$ cat src/rtl/vic_pkg.sv
package vic_pkg;
    localparam int VIC_AW = 10;
    localparam int VIC_DW = 32;

    localparam logic [VIC_AW-1:0] A_RST   = 10'h000;
    localparam logic [VIC_AW-1:0] A_GEN   = 10'h008;
    localparam logic [VIC_AW-1:0] A_VEC   = 10'h010;
    localparam logic [VIC_AW-1:0] A_EOI   = 10'h018;
    localparam logic [VIC_AW-1:0] A_ENL   = 10'h020;
    localparam logic [VIC_AW-1:0] A_ENH   = 10'h028;
    localparam logic [VIC_AW-1:0] A_DISL  = 10'h030;
    localparam logic [VIC_AW-1:0] A_DISH  = 10'h038;
    localparam logic [VIC_AW-1:0] A_TBLW  = 10'h040;
    localparam logic [VIC_AW-1:0] A_TBLL  = 10'h048;
    localparam logic [VIC_AW-1:0] A_TBLH  = 10'h050;
    localparam logic [VIC_AW-1:0] A_SETUP = 10'h100;

    localparam int EDGE_BIT = 8;
    localparam int TBL_SH   = 8;
endpackage

$ cat src/rtl/vic_src_slice.sv
module vic_src_slice #(
    parameter int PW = 4
) (
    input  logic          clk,
    input  logic          rst_n,
    input  logic          clr_all,
    input  logic          set_en,
    input  logic          clr_en,
    input  logic          cfg_we,
    input  logic          cfg_edge,
    input  logic [PW-1:0] cfg_prio,
    input  logic          irq_in,
    output logic          en,
    output logic          edge_mode,
    output logic [PW-1:0] prio,
    output logic          pending
);
    typedef struct packed {
        logic          en;
        logic          edge_m;
        logic [PW-1:0] prio;
        logic          latch;
        logic          prev;
    } slice_t;

    slice_t q, d;

    always_comb begin
        d      = q;
        d.prev = irq_in;
        if (set_en) d.en = 1'b1;
        if (clr_en) d.en = 1'b0;
        if (!q.edge_m) begin
            d.latch = 1'b0;
        end else if (irq_in && !q.prev) begin
            d.latch = 1'b1;
        end
        if (cfg_we) begin
            d.edge_m = cfg_edge;
            d.prio   = cfg_prio;
            if (!cfg_edge) d.latch = 1'b0;
        end
        if (clr_all) d = '0;
    end

    always_ff @(posedge clk or negedge rst_n) begin
        if (!rst_n) q <= '0;
        else        q <= d;
    end

    assign en        = q.en;
    assign edge_mode = q.edge_m;
    assign prio      = q.prio;
    assign pending   = q.en & (q.edge_m ? q.latch : irq_in);
endmodule

$ cat src/rtl/vic_prio_pick.sv
module vic_prio_pick #(
    parameter int N   = 64,
    parameter int PW  = 4,
    parameter int IDW = 6
) (
    input  logic [N-1:0]    req,
    input  logic [N*PW-1:0] prio_flat,
    output logic            valid,
    output logic [IDW-1:0]  id,
    output logic [PW-1:0]   lvl
);
    always_comb begin
        valid = 1'b0;
        id    = '0;
        lvl   = '0;
        for (int i = 0; i < N; i++) begin
            if (req[i] && (!valid || prio_flat[i*PW +: PW] > lvl)) begin
                valid = 1'b1;
                id    = IDW'(i);
                lvl   = prio_flat[i*PW +: PW];
            end
        end
    end
endmodule

$ cat src/rtl/irq_vector_ctrl.sv
module irq_vector_ctrl
    import vic_pkg::*;
#(
    parameter int NSRC      = 64,
    parameter int PW        = 4,
    parameter int TBL_DEPTH = 64
) (
    input  logic              clk,
    input  logic              rst_n,
    input  logic              bus_wr,
    input  logic              bus_rd,
    input  logic [VIC_AW-1:0] bus_addr,
    input  logic [VIC_DW-1:0] bus_wdata,
    output logic [VIC_DW-1:0] bus_rdata,
    input  logic [NSRC-1:0]   src_irq,
    output logic              cpu_irq
);
    localparam int IDW    = (NSRC > 1) ? $clog2(NSRC) : 1;
    localparam int TBL_AW = (TBL_DEPTH > 1) ? $clog2(TBL_DEPTH) : 1;
    localparam int CIW    = VIC_AW - 3;
    localparam logic [CIW-1:0] NSRC_C = CIW'(NSRC);

    typedef struct packed {
        logic                 gen_en;
        logic                 in_svc;
        logic [PW-1:0]        svc_lvl;
        logic                 win_valid;
        logic [IDW-1:0]       win_id;
        logic [PW-1:0]        win_lvl;
        logic                 irq;
        logic [VIC_DW-1:0]    rdata;
        logic [TBL_DEPTH-1:0] tbl;
    } ctrl_t;

    ctrl_t q, d;

    // bus decode
    logic              soft_rst;
    logic [VIC_AW-1:0] cfg_off;
    logic [CIW-1:0]    cfg_idx;
    logic [IDW-1:0]    cfg_sel;
    logic              cfg_hit;
    logic              cfg_wr;

    assign soft_rst = bus_wr && (bus_addr == A_RST) && bus_wdata[0];
    assign cfg_off  = bus_addr - A_SETUP;
    assign cfg_idx  = cfg_off[VIC_AW-1:3];
    assign cfg_sel  = cfg_idx[IDW-1:0];
    assign cfg_hit  = (bus_addr >= A_SETUP) && (cfg_off[2:0] == 3'b000) && (cfg_idx < NSRC_C);
    assign cfg_wr   = bus_wr && cfg_hit;

    // per-source state
    logic [NSRC-1:0]    en_vec;
    logic [NSRC-1:0]    edge_vec;
    logic [NSRC-1:0]    pend_vec;
    logic [NSRC*PW-1:0] prio_flat;
    logic [NSRC-1:0]    elig_vec;

    for (genvar i = 0; i < NSRC; i++) begin : g_src
        localparam int BITPOS = i % 32;
        localparam logic [VIC_AW-1:0] SET_A = (i < 32) ? A_ENL  : A_ENH;
        localparam logic [VIC_AW-1:0] CLR_A = (i < 32) ? A_DISL : A_DISH;

        logic set_i, clr_i, we_i;
        assign set_i = bus_wr && (bus_addr == SET_A) && bus_wdata[BITPOS];
        assign clr_i = bus_wr && (bus_addr == CLR_A) && bus_wdata[BITPOS];
        assign we_i  = cfg_wr && (cfg_sel == IDW'(i));

        vic_src_slice #(.PW(PW)) slice_i (
            .clk      (clk),
            .rst_n    (rst_n),
            .clr_all  (soft_rst),
            .set_en   (set_i),
            .clr_en   (clr_i),
            .cfg_we   (we_i),
            .cfg_edge (bus_wdata[EDGE_BIT]),
            .cfg_prio (bus_wdata[PW-1:0]),
            .irq_in   (src_irq[i]),
            .en       (en_vec[i]),
            .edge_mode(edge_vec[i]),
            .prio     (prio_flat[i*PW +: PW]),
            .pending  (pend_vec[i])
        );

        // hold off sources at or below the serviced level
        assign elig_vec[i] = pend_vec[i] &&
                             (!q.in_svc || (prio_flat[i*PW +: PW] > q.svc_lvl));
    end

    logic           pick_valid;
    logic [IDW-1:0] pick_id;
    logic [PW-1:0]  pick_lvl;

    vic_prio_pick #(.N(NSRC), .PW(PW), .IDW(IDW)) pick_i (
        .req      (elig_vec),
        .prio_flat(prio_flat),
        .valid    (pick_valid),
        .id       (pick_id),
        .lvl      (pick_lvl)
    );

    logic [63:0]       en_ext;
    logic [63:0]       tbl_ext;
    logic [TBL_AW-1:0] tbl_addr;
    logic              gen_en_w;
    logic              in_svc_w;

    assign en_ext   = 64'(en_vec);
    assign tbl_ext  = 64'(q.tbl);
    assign tbl_addr = bus_wdata[TBL_SH +: TBL_AW];
    assign gen_en_w = q.gen_en;
    assign in_svc_w = q.in_svc;

    always_comb begin
        d           = q;
        d.win_valid = pick_valid;
        d.win_id    = pick_id;
        d.win_lvl   = pick_lvl;
        d.irq       = q.gen_en && pick_valid;

        if (bus_rd) begin
            d.rdata = '0;
            unique case (bus_addr)
                A_GEN:  d.rdata[0] = q.gen_en;
                A_VEC:  d.rdata    = q.win_valid ? VIC_DW'(q.win_id) : '1;
                A_ENL:  d.rdata    = en_ext[31:0];
                A_ENH:  d.rdata    = en_ext[63:32];
                A_TBLL: d.rdata    = tbl_ext[31:0];
                A_TBLH: d.rdata    = tbl_ext[63:32];
                default: begin
                    if (cfg_hit) begin
                        d.rdata[EDGE_BIT] = edge_vec[cfg_sel];
                        d.rdata[PW-1:0]   = prio_flat[cfg_sel*PW +: PW];
                    end
                end
            endcase
            if ((bus_addr == A_VEC) && q.win_valid) begin
                d.in_svc  = 1'b1;
                d.svc_lvl = q.win_lvl;
            end
        end

        if (bus_wr) begin
            if (bus_addr == A_GEN) d.gen_en = bus_wdata[0];
            if (bus_addr == A_TBLW) d.tbl[tbl_addr] = bus_wdata[0];
            if (bus_addr == A_EOI) begin
                d.in_svc  = 1'b0;
                d.svc_lvl = '0;
            end
        end

        if (soft_rst) d = '0;
    end

    always_ff @(posedge clk or negedge rst_n) begin
        if (!rst_n) q <= '0;
        else        q <= d;
    end

    assign bus_rdata = q.rdata;
    assign cpu_irq   = q.irq;
endmodule

$ cat config.mk
export PLATFORM = sky130hd
export DESIGN_NAME = irq_vector_ctrl
export DESIGN_NICKNAME = d
export VERILOG_FILES = /design/src/rtl/vic_pkg.sv /design/src/rtl/vic_src_slice.sv /design/src/rtl/vic_prio_pick.sv /design/src/rtl/irq_vector_ctrl.sv
export SDC_FILE = /design/constraint.sdc
export NUM_CORES = 2
export LEC_CHECK = 0
export ABC_AREA = 1
export BUFFER_PORTS_ARGS = -buffer_cell sky130_fd_sc_hd__buf_2
export CAP_MARGIN = 20
export CORE_ASPECT_RATIO = 0.8
export CORE_MARGIN = 2
export CORE_UTILIZATION = 50
export DETAILED_ROUTE_END_ITERATION = 7
export PLACE_DENSITY = 0.65
export SLEW_MARGIN = 20
export SYNTH_ARGS = -nofsm -noshare
export SYNTH_HDL_FRONTEND = slang
export SYNTH_SLANG_ARGS = --single-unit
$ cat constraint.sdc
create_clock -name clk -period 146.4 [get_ports clk]
set_input_delay 14.64 -clock clk [delete_from_list [all_inputs] [get_ports clk]]
set_output_delay 14.64 -clock clk [all_outputs]
set_load 0.1 [all_outputs]
==> key figures <==
Status
  • Status: completed

Placed design
  • Port bufs: 142
  • Detail Placement HPWL: 125,700 um
  • Final GP Congestion: 0.9783

Drt
  • Antenna Violating Nets Remaining: 0
  • DR pass1 iterations: 6
  • Vias: 46,410
  • Via density: 6.163
  • DRT iter0 DRCs: 5,606
  • WL per Instance: 23.48 um
  • DRC violation count after routing: 0
  • Routed WL: 176,800 um

Cells and area
  • Final #Nets: 6,807
  • Most frequent cells in the layout: 1,218 x nand2_1, 788 x inv_1, 714 x o21ai_0
  • Most common cell after layout, fill and taps aside: nand2_1
  • Area Growth Syn to Fin: 8.454%
  • Fill cell count: 8,829
  • Layout cell share with drive strength beyond 1: 9.113%

Timing
  • Hold Slack: 0.4775 ns
  • Final hold viol count: 0
  • Final worst-path cycle share: 63.35%
  • Max frequency: 0.01078 GHz
  • Min Tclk post-route: 92.74 ns
  • Setup TNS: 0 ns
  • Final Skew: 0.02957 ns
  • Slew Viols, Final: 0
  • Finish-stage setup viols: 0
  • Worst slew pin tran: 1.372 ns
  • Unrepaired setup endpoints after global routing: false
  • Worst slew margin: 8.203%

Yosys
  • Top_reg_cell synth: dfrtp_1
  • FF+latch count, synth: 626
  • Asr flop ratio synth: 100.0%
  • Post-synthesis area per instance: 7.456 sq um
  • Post-Syn Area: 46,590 sq um
  • Synth unique cells: 49
  • Instance count of the mapped netlist: 6,249
  • Post-synth EDFFs: 0
  • Warnings from Yosys: 0
  • Seq/Total Area, Yosys: 33.62%
  • Post-Syn Nets: 6,815

Floorplan
  • Rows: 100
  • Die Y: 277.0 um
  • Die Span X: 345.3 um
  • Io pins: 143
  • Total core area: 92,710 sq um
  • Initial Util: 50.25%
  • Die area: 95,660 sq um

Setup path
  • Crit path max-delay family: simple AND/OR/NAND/NOR gates
  • Worst-path fanout max: 11
  • WS Path Type: in2reg
  • Crit-path most repeated cell: nand2_1
  • Critical Path AT: 93.22 ns
  • Worst Setup Start Kind: input port
  • CP peak stage delay: 0.45 ns
  • CP bufs+invs: 63
  • Slowest cell on the critical path: o21ai_0
  • Cell depth of the worst setup path: 605
  • Critical Path RT: 146.88 ns
  • Worst Setup End Kind: flip-flop
  • R2R cell count: 610

Clocking
  • CTS Buf Count: 73
  • Setup repair bufs after CTS: 0
  • H-tree depth: 3
  • Clk sinks: 626
  • Root buffer cell: clkbuf_16
  • Cts repair resizes: 0
  • Clock Path Buffers: 3
  • Worst-path clk slew: 0.06 ns
  • Hold buffer count at CTS: 0
  • Worst-Skew Late Latency: 0.65 ns
  • CTS tree: done

Global routing
  • Initial antenna violation count: 15
  • First-pass GRT wire length: 266,500 um
  • Overall Global Routing Usage: 36.30%
  • Pin count of the biggest net entering global routing: 192
  • Total gr overflow: 0
  • Vias in the first global route: 42,380

Job
  • Max Cap Viol: 0

Min path
  • Hold Path Class: reg2reg
  • Worst Hold Depth: 2
[registers in the layout (all words and copies together) (netlist names)]
signal,flops
g_src.slice_i.prio,256
g_src.slice_i.q,128
g_src.slice_i.edge_mode,64
g_src.slice_i.en,64
tbl_ext,64
bus_rdata,32
q,15
cpu_irq,1
gen_en_w,1
in_svc_w,1
[worst register-to-register path, delay by kind of cell, from the launching register on]
| family | cells | cell delay (ns) |
|---|---|---|
| AO/OA/AOI/OAI | 121 | 20.07 |
| AND/OR/NAND/NOR | 362 | 35.01 |
| adder cells (fa/ha/maj) | 64 | 20.80 |
| buffers and inverters | 63 | 3.43 |
| flip-flops | 1 | 0.36 |
[path summary, 6_finish.rpt]
path                          startpoint                         to  slack [ns]
max reg2reg                       q[109]                     q[104]       66.46
min reg2reg                bus_rdata[10]              bus_rdata[10]        0.48
min in group asynchronous          rst_n                tbl_ext[50]       14.07
min                        bus_rdata[10]              bus_rdata[10]        0.48
max                           src_irq[0]                     q[104]       53.66
max in group asynchronous          rst_n  g_src[33].slice_i.prio[3]      129.05
[synthesized netlist by cell type, drive strengths merged (44+ instances only)]
cell type	instances	area, sq um
a221oi	97	849.6
nor2	286	1074
o21ai	726	3633
a21oi	140	704.4
o2111a	46	518.0
nand2	1352	5408
nand3	564	2828
ha	456	5705
or2	44	275.3
buf	87	711.9
o31ai	58	435.4
clkbuf	202	808.3
dfrtp	626	15670
o22ai	311	1946
nand4	138	863.3
o21bai	109	818.3
inv	837	3142
[logic make-up after synthesis]
logic type,count (synthesis),share of synthesized area (%)
DFF,626,33.62
AOI/OAI and AO/OA,1603,21.09
and+or+nand+nor,2437,23.03
adders and majority gates,456,12.25
buffers and inverters,1127,10.01
[metrics by stage]
step / setup WS (ns) / cells / instance area (sq um) / util (%)
final: 53.66 / 7530 / 50530 / 54.50
after global routing: 43.91 / 7526 / 50520 / 54.49
after CTS: 54.81 / 7520 / 50440 / 54.40
after detailed placement: 54.33 / 7387 / 47900 / 51.66
after global placement: 55.82 / 7386 / 47870 / 51.63
after floorplan: 65.77 / 6249 / 46590 / -
[final cells by class]
| type | count | area, sq um | share of cell area (%) |
|---|---|---|---|
| tap | 1224 | 1531 | 3.031 |
| clock inverter | 37 | 469.2 | 0.9285 |
| timing repair buffer | 206 | 1281 | 2.536 |
| inverter | 838 | 3156 | 6.245 |
| sequential | 626 | 15670 | 31.01 |
| clock buffer | 96 | 2074 | 4.105 |
| multi-input combinational | 4496 | 26330 | 52.11 |
| antenna | 7 | 17.52 | 0.03467 |
[per-layer routing]
layer  global-route usage, %  vias to the layer above  wire, um
met5                       0                        -       195
met4                   14.97                       20      8060
met3                   10.73                      406     21830
met2                   49.98                     2409     69660
met1                   52.62                    21920     77080
li1                        -                    21660         -
Power is left out: the tool's default activity adds up to more than one toggle a clock period on the data nets, which glitch-free logic cannot reach.
